`config.mk`:
```
export PLATFORM = sky130hd
export DESIGN_NAME = lc_sample_fmt
export DESIGN_NICKNAME = d
export VERILOG_FILES = /design/src/rtl/lcf_pkg.sv /design/src/rtl/lcf_digit_adj.sv /design/src/rtl/lcf_dabble.sv /design/src/rtl/lcf_char_sel.sv /design/src/rtl/lcf_seq.sv /design/src/rtl/lc_sample_fmt.sv
export SDC_FILE = /design/constraint.sdc
export NUM_CORES = 1
export LEC_CHECK = 0
export CORE_AREA = 2 2 68 119
export DETAILED_ROUTE_END_ITERATION = 16
export DIE_AREA = 0 0 70 121
export DONT_BUFFER_PORTS = 1
export HOLD_SLACK_MARGIN = 0.06
export RECOVER_POWER = 50
export SLEW_MARGIN = 10
export SYNTH_ARGS = -nofsm -noshare
export SYNTH_HDL_FRONTEND = slang
export SYNTH_HIERARCHICAL = 1
export SYNTH_SLANG_ARGS = --single-unit
```
`constraint.sdc`:
```
create_clock -name clk -period 2.7 [get_ports clk]
set_input_delay 0.405 -clock clk [delete_from_list [all_inputs] [get_ports clk]]
set_output_delay 0.405 -clock clk [all_outputs]
set_load 0.01 [all_outputs]
```
`src/rtl/lcf_pkg.sv`:
```
package lcf_pkg;
   localparam logic [7:0] CH_PLUS  = 8'h2B;
   localparam logic [7:0] CH_MINUS = 8'h2D;
   localparam logic [7:0] CH_ZERO  = 8'h30;
   localparam logic [7:0] CH_CR    = 8'h0D;
   localparam logic [7:0] CH_LF    = 8'h0A;

   typedef enum logic [1:0] {
      ST_IDLE = 2'd0,
      ST_CONV = 2'd1,
      ST_EMIT = 2'd2
   } fmt_state_e;

   // 10**n as a 64-bit value, used for elaboration-time range checks
   function automatic longint unsigned pow10(input int n);
      longint unsigned r;
      r = 1;
      for (int i = 0; i < n; i++) r = r * 10;
      return r;
   endfunction
endpackage

```
`src/rtl/lcf_digit_adj.sv`:
```
// One BCD place of the shift-and-correct converter: add 3 when the place is 5 or more
module lcf_digit_adj (
   input  logic [3:0] nib_in,
   output logic [3:0] nib_out
);
   always_comb begin
      if (nib_in >= 4'd5) nib_out = nib_in + 4'd3;
      else                nib_out = nib_in;
   end
endmodule

```
`src/rtl/lcf_dabble.sv`:
```
// Sequential binary to BCD converter, one input bit per clock
module lcf_dabble #(
   parameter int TIME_W = 16,
   parameter int DIGITS = 5
) (
   input  logic                  clk,
   input  logic                  rst_n,
   input  logic                  start,
   input  logic [TIME_W-1:0]     din,
   output logic                  busy,
   output logic                  done,
   output logic [4*DIGITS-1:0]   bcd
);
   localparam int SW   = 4 * DIGITS;
   localparam int CW   = $clog2(TIME_W + 1);
   localparam int LAST = TIME_W - 1;

   logic [TIME_W-1:0] bin_q;
   logic [SW-1:0]     bcd_q;
   logic [SW-1:0]     adj;
   logic [CW-1:0]     cnt_q;
   logic              busy_q;

   for (genvar g = 0; g < DIGITS; g++) begin : g_place
      lcf_digit_adj u_adj (
         .nib_in  (bcd_q[4*g +: 4]),
         .nib_out (adj[4*g +: 4])
      );
   end

   always_ff @(posedge clk) begin
      if (!rst_n) begin
         bin_q  <= '0;
         bcd_q  <= '0;
         cnt_q  <= '0;
         busy_q <= 1'b0;
      end else if (start) begin
         bin_q  <= din;
         bcd_q  <= '0;
         cnt_q  <= '0;
         busy_q <= 1'b1;
      end else if (busy_q) begin
         bcd_q  <= {adj[SW-2:0], bin_q[TIME_W-1]};
         bin_q  <= {bin_q[TIME_W-2:0], 1'b0};
         cnt_q  <= cnt_q + 1'b1;
         if (cnt_q == CW'(LAST)) busy_q <= 1'b0;
      end
   end

   assign busy = busy_q;
   assign done = busy_q && (cnt_q == CW'(LAST));
   assign bcd  = bcd_q;
endmodule

```
`src/rtl/lcf_char_sel.sv`:
```
// Picks the character for a record position
module lcf_char_sel
   import lcf_pkg::*;
#(
   parameter int DIGITS = 5,
   parameter int IDX_W  = 3
) (
   input  logic [IDX_W-1:0]    idx,
   input  logic                upper,
   input  logic [4*DIGITS-1:0] bcd,
   output logic [7:0]          ch
);
   localparam int POS_CR = DIGITS + 1;
   localparam int POS_LF = DIGITS + 2;

   logic [7:0] dch [DIGITS];

   // dch[0] is the most significant place
   for (genvar g = 0; g < DIGITS; g++) begin : g_dig
      assign dch[g] = CH_ZERO | {4'h0, bcd[4*(DIGITS-1-g) +: 4]};
   end

   always_comb begin
      ch = CH_LF;
      if (idx == '0) begin
         ch = upper ? CH_PLUS : CH_MINUS;
      end else if (idx == IDX_W'(POS_CR)) begin
         ch = CH_CR;
      end else if (idx == IDX_W'(POS_LF)) begin
         ch = CH_LF;
      end else begin
         for (int i = 0; i < DIGITS; i++) begin
            if (idx == IDX_W'(i + 1)) ch = dch[i];
         end
      end
   end
endmodule

```
`src/rtl/lcf_seq.sv`:
```
// Record sequencer: event handshake, conversion wait, byte emission
module lcf_seq
   import lcf_pkg::*;
#(
   parameter int DIGITS = 5,
   parameter int IDX_W  = 3
) (
   input  logic             clk,
   input  logic             rst_n,
   input  logic             smp_valid,
   output logic             smp_ready,
   input  logic             smp_upper,
   output logic             conv_start,
   input  logic             conv_done,
   output logic             byte_valid,
   input  logic             byte_ready,
   output logic [IDX_W-1:0] idx,
   output logic             upper
);
   localparam int POS_LF = DIGITS + 2;

   fmt_state_e       st_q;
   logic [IDX_W-1:0] idx_q;
   logic             upper_q;

   assign smp_ready  = (st_q == ST_IDLE);
   assign conv_start = smp_ready && smp_valid;
   assign byte_valid = (st_q == ST_EMIT);

   always_ff @(posedge clk) begin
      if (!rst_n) begin
         st_q    <= ST_IDLE;
         idx_q   <= '0;
         upper_q <= 1'b0;
      end else begin
         unique case (st_q)
            ST_IDLE: if (smp_valid) begin
               st_q    <= ST_CONV;
               upper_q <= smp_upper;
            end
            ST_CONV: if (conv_done) begin
               st_q  <= ST_EMIT;
               idx_q <= '0;
            end
            ST_EMIT: if (byte_ready) begin
               if (idx_q == IDX_W'(POS_LF)) begin
                  st_q  <= ST_IDLE;
                  idx_q <= '0;
               end else begin
                  idx_q <= idx_q + 1'b1;
               end
            end
            default: st_q <= ST_IDLE;
         endcase
      end
   end

   assign idx   = idx_q;
   assign upper = upper_q;
endmodule

```
`src/rtl/lc_sample_fmt.sv`:
```
module lc_sample_fmt
   import lcf_pkg::*;
#(
   parameter int TIME_W = 16,
   parameter int DIGITS = 5
) (
   input  logic              clk,
   input  logic              rst_n,
   input  logic              smp_valid,
   output logic              smp_ready,
   input  logic              smp_upper,
   input  logic [TIME_W-1:0] smp_count,
   output logic              byte_valid,
   input  logic              byte_ready,
   output logic [7:0]        byte_data
);
   localparam int REC_LEN = DIGITS + 3;
   localparam int IDX_W   = $clog2(REC_LEN);

   if (TIME_W < 2 || TIME_W > 60) begin : g_bad_w
      $error("lc_sample_fmt: TIME_W out of range");
   end
   if (DIGITS < 1) begin : g_bad_d
      $error("lc_sample_fmt: DIGITS must be positive");
   end
   if (TIME_W <= 60 && pow10(DIGITS) < (64'd1 << TIME_W)) begin : g_short
      $error("lc_sample_fmt: DIGITS too few for TIME_W");
   end

   logic              conv_start;
   logic              conv_done;
   logic              conv_busy;
   logic [4*DIGITS-1:0] bcd;
   logic [IDX_W-1:0]  idx;
   logic              upper;

   lcf_seq #(.DIGITS(DIGITS), .IDX_W(IDX_W)) u_seq (
      .clk        (clk),
      .rst_n      (rst_n),
      .smp_valid  (smp_valid),
      .smp_ready  (smp_ready),
      .smp_upper  (smp_upper),
      .conv_start (conv_start),
      .conv_done  (conv_done),
      .byte_valid (byte_valid),
      .byte_ready (byte_ready),
      .idx        (idx),
      .upper      (upper)
   );

   lcf_dabble #(.TIME_W(TIME_W), .DIGITS(DIGITS)) u_conv (
      .clk   (clk),
      .rst_n (rst_n),
      .start (conv_start),
      .din   (smp_count),
      .busy  (conv_busy),
      .done  (conv_done),
      .bcd   (bcd)
   );

   lcf_char_sel #(.DIGITS(DIGITS), .IDX_W(IDX_W)) u_sel (
      .idx   (idx),
      .upper (upper),
      .bcd   (bcd),
      .ch    (byte_data)
   );
endmodule

```
; Yosys cells after proc, flatten, opt, wreduce, memory -nomap -nowiden
; Cells that the tools add are included.
[totals]
word_cells = 72
reg_bits = 48
[classes]
add_sub_neg = 7
n_reduce_logical = 10
magnitude_cmp = 5
bitwise_logic = 1
eq_ne = 14
n_mux = 28
[op_table]
columns = operator, n
row1 = 2-to-1 mux 16 bit, 2
row2 = 2-to-1 mux 6 bit, 5
row3 = 2-to-1 mux 8 bit, 3
row4 = >= comparator 4 x 3 -> 1 bit (second input constant), 5
row5 = adder 4 x 2 -> 4 bit (second input constant), 4
row6 = 2-to-1 mux 4 bit, 4
row7 = 2-to-1 mux 3 bit, 5
row8 = == test 3 bit (second input constant), 4
row9 = 2-to-1 mux 2 bit, 4
row10 = == test 3 x 2 -> 1 bit (second input constant), 2
row11 = case mux 2 bit (3 select lines), 1
row12 = case mux 3 bit (2 select lines), 1
row13 = adder 5 x 1 -> 5 bit (second input constant), 1
row14 = == test 5 x 4 -> 1 bit (second input constant), 1
row15 = != test 2 x 1 -> 1 bit (second input constant), 2
row16 = != test 2 bit (second input constant), 2
row17 = AND reduction 4 bit, 1
row18 = nonzero test 2 bit, 2
row19 = adder 3 x 1 -> 3 bit (second input constant), 1
row20 = adder 3 x 2 -> 3 bit (second input constant), 1
row21 = == test 3 x 1 -> 1 bit (second input constant), 1
row22 = logical NOT 3 bit, 1
row23 = 2-to-1 mux 1 bit, 3
row24 = AND reduction 3 bit, 1
row25 = 7 further kinds, 8

; Depth between registers and ports, before layout
[logic_depth]
ltp_word = 9
ltp_mapped = 7
depth_no_buf = 7

; Modules after synthesis
; Netlist, hierarchy kept.
[by_module_without_submodules]
columns = mod, instances, seq_area_each_um2, area_per_inst_um2, cells_each
row1 = lcf_dabble, 1, 840.8, 1806.7, 164
row2 = lcf_digit_adj, 5, 0.0, 101.3, 16
row3 = lcf_seq, 1, 120.1, 334.1, 38
row4 = lcf_char_sel, 1, 0.0, 306.5, 41

; Least setup slack after synthesis
; Ideal clock, no wire load.
[synth_path]
kind = reg-to-output
startpoint = register u_seq.idx_q[0] (netlist: u_seq/idx[0])
endpoint = output port byte_data[1]
setup_slack_ns = 1.105
path_buffers = 1
arrival_time_ns = 1.190
path_stages_with_launch = 5
required_ns = 2.295
cell_sequence = dfxtp_1 -> buf_4 -> mux2_4 -> o21ai_2 -> a41oi_2
[synth_via]
elab_chain_cells = 9
elab_cells_between_ends = 16
classes_between = 7 x eq/ne / 8 x mux / 1 x reduce/logical
[synth_rtl]
columns = item, line_no
row1 = start: declaration, lcf_seq.sv:23  ; logic [IDX_W-1:0] idx_q;
row2 = start signal: assignment, lcf_seq.sv:50  ; idx_q <= idx_q + 1'b1;
row3 = == test 3 x 1 -> 1 bit, lcf_char_sel.sv:33  ; if (idx == IDX_W'(i + 1)) ch = dch[i];
row4 = 2-to-1 mux 6 bit (5 in series), lcf_char_sel.sv:33
row5 = 2-to-1 mux 8 bit, lcf_char_sel.sv:29  ; end else if (idx == IDX_W'(POS_LF)) begin
row6 = 2-to-1 mux 8 bit, lcf_char_sel.sv:27  ; end else if (idx == IDX_W'(POS_CR)) begin
row7 = 2-to-1 mux 8 bit *, lcf_char_sel.sv:25  ; if (idx == '0) begin
row8 = end: declaration, lc_sample_fmt.sv:15  ; output logic [7:0] byte_data
; Mark *: on every way between the ends. The rest lies on a longest branch, timed or not.

; Final worst setup path
[layout_path]
startpoint = register u_seq.idx_q[0] (netlist: u_seq/idx[0])
endpoint = output port byte_data[2]
; The elaborated chain is that of the path after synthesis.

==> results.sh <==
export IMPL_status="finished clean"
export IMPL_gp_congestion=0.747
export IMPL_cts_setup_buffers=0
export IMPL_wire_per_inst_microns=13.2
export IMPL_numPortBuffers=0
export IMPL_ir_drop_uv=382
export IMPL_fin_area_sq_mm=0.00307
export IMPL_placed_area_sq_mm=0.00293
export IMPL_cts_tree="yes"
export IMPL_worstReg2RegStart="u_seq/st_q[1]$_SDFFE_PN0P_"
export IMPL_cts_sinks=48
export IMPL_netlist_instances=319
export IMPL_path_clk_slew_ns=0.06
export IMPL_post_route_min_period_ns=2.17
export IMPL_start_util_pct=39.3
export IMPL_synthesis_area_sq_mm=0.00293
export IMPL_cts_hold_buf=0
export IMPL_pre_cts_slack_ns=0.827
export IMPL_dieHeight_microns=121
export IMPL_routed_wl_microns=5270
export IMPL_firstDrtPassIters=4
export IMPL_cp_slowest_cell="dfxtp_1"
export IMPL_diodes=0
export IMPL_num_vias=2113
export IMPL_htreeDepth=2
export IMPL_grtUsageTotal_pct=13.4
export IMPL_critPathMaxFanout=19
export IMPL_fin_worst_skew_ns=0.00465
export IMPL_clockRootBuffer="clkbuf_16"
export IMPL_cp_end_kind="output pin"
export IMPL_avgViaCountPerCell=5.30
export IMPL_num_fill_cells=786
export IMPL_max_cap_viol_count=0
export IMPL_drc_errors=0
export IMPL_dieArea_sq_mm=0.00847
export IMPL_insertion_delay_ns=0.28
export IMPL_drive_above_1_share_pct=12.9
export IMPL_ant_nets=0
export IMPL_power_density_mw_per_mm2=493
export IMPL_finalCritPeriodShare_pct=80.3
export IMPL_cp_startpoint="u_seq/idx[0]$_SDFFE_PN0P_"
export IMPL_final_common_cell="dfxtp_1"
export IMPL_clockBufferDepth=2
export IMPL_relSlewSlack_pct=14.1
export IMPL_fin_util_pct=41.1
export IMPL_ys_warn_count=6
export IMPL_grt_max_degree=37
export IMPL_stdcell_count=399
export IMPL_slew_viol_final=0
export IMPL_drt_iter0_drc=67
export IMPL_num_nets_final=345
export IMPL_io_pins=31
export IMPL_worstPathArrival_ns=1.76
export IMPL_areaGrowthSynthToFinish_pct=4.61
export IMPL_max_clock_freq_mhz=461
export IMPL_critical_path_class="reg2out"
export IMPL_fp_coreArea_sq_mm=0.00746
export IMPL_fin_ws_ns=0.532
export IMPL_path_delay_family="flip-flops"
export IMPL_hold_path_startpoint="rst_n"
export IMPL_cp_buffers_inverters=0
export IMPL_finalPower_mw=1.51
export IMPL_avgSynthCellArea_sq_um=9.20
export IMPL_grt_pass1_wl_microns=9200
export IMPL_gr_total_overflow=0
export IMPL_tns_ns=0
export IMPL_num_rows=42
export IMPL_cts_buffers=5
export IMPL_cts_resized=0
export IMPL_rsz0062_at_grt="false"
export IMPL_grt_pass1_vias=2038
export IMPL_dp_hpwl_microns=3760
export IMPL_final_setup_viol_count=0
export IMPL_tightest_slew_ns=1.29
export IMPL_final_cell_mix="47 x dfxtp_1, 33 x nor2_1, 31 x mux2i_1, 26 x nand2_1, 23 x nand2b_1"
export IMPL_die_w_microns=70
export IMPL_max_stage_delay_ns=0.72
export IMPL_cp_data_required_time_ns=2.30
export IMPL_timing_hold_violations_final=0
export IMPL_min_path_type="in2reg"
export IMPL_grt_antenna_before_repair=0
export IMPL_crit_path_start_kind="register"
export IMPL_dpl_cell_count=391
export IMPL_leakage_nw=1.33
export IMPL_crit_chain="mux2_1, o21ai_1, a221oi_1"
export IMPL_timing_hold_ws_ns=0.237
[worst reg2reg max path: stages, from the launching register on]
cell,delay (ns)
dfxtp_1,0.42
nor3b_4,0.24
clkbuf_1,0.97
or2b_1,0.30
o211a_1,0.12
[sequential cells by signal (all words and copies together), names as in the netlist]
signal / cells
u_conv/busy: 1
u_conv/cnt_q: 5
u_seq/st_q: 2
u_conv/bcd: 20
u_conv/bin_q: 16
u_seq/upper: 1
u_seq/idx: 3
[per-layer routing]
metal  vias up  global-route usage, %  part of all wire (%)
li1       1079                      -                     -
met1       995                   14.4                    42
met2        35                   24.2                    51
met3         4                   4.32                   5.2
met4         0                   5.05                   1.3
met5         -                      0                     0
[power by group]
group	leakage (nW)	total [mW]	switching (mW)	internal, mW
clock	0.0701	0.622	0.254	0.369
combinational	0.866	0.127	0.0544	0.0729
sequential	0.391	0.762	0.0266	0.735
[final cells by class]
type / count / area [sq um] / share of cell area [%]
clock buffer: 7 / 143 / 4.65
clock inverter: 1 / 7.51 / 0.245
inverter: 16 / 60.1 / 1.96
multi-input combinational: 236 / 1770 / 57.6
sequential: 48 / 962 / 31.3
tap: 88 / 110 / 3.59
timing repair buffer: 3 / 18.8 / 0.611
[worst paths after layout]
| check | to | slack [ns] | cells after the start |
|---|---|---|---|
| worst max-delay path | byte_data[2] | 0.53 | 3 |
| worst min-delay path | u_conv/busy$_SDFF_PN0_ | 0.24 | 1 |
| worst max register to register | u_conv/bin_q[13]$_SDFFE_PN0P_ | 0.55 | 4 |
| worst min register to register | u_conv/cnt_q[4]$_SDFFE_PP0P_ | 0.49 | 2 |
Note: power is estimated with default switching activity, not from simulation.
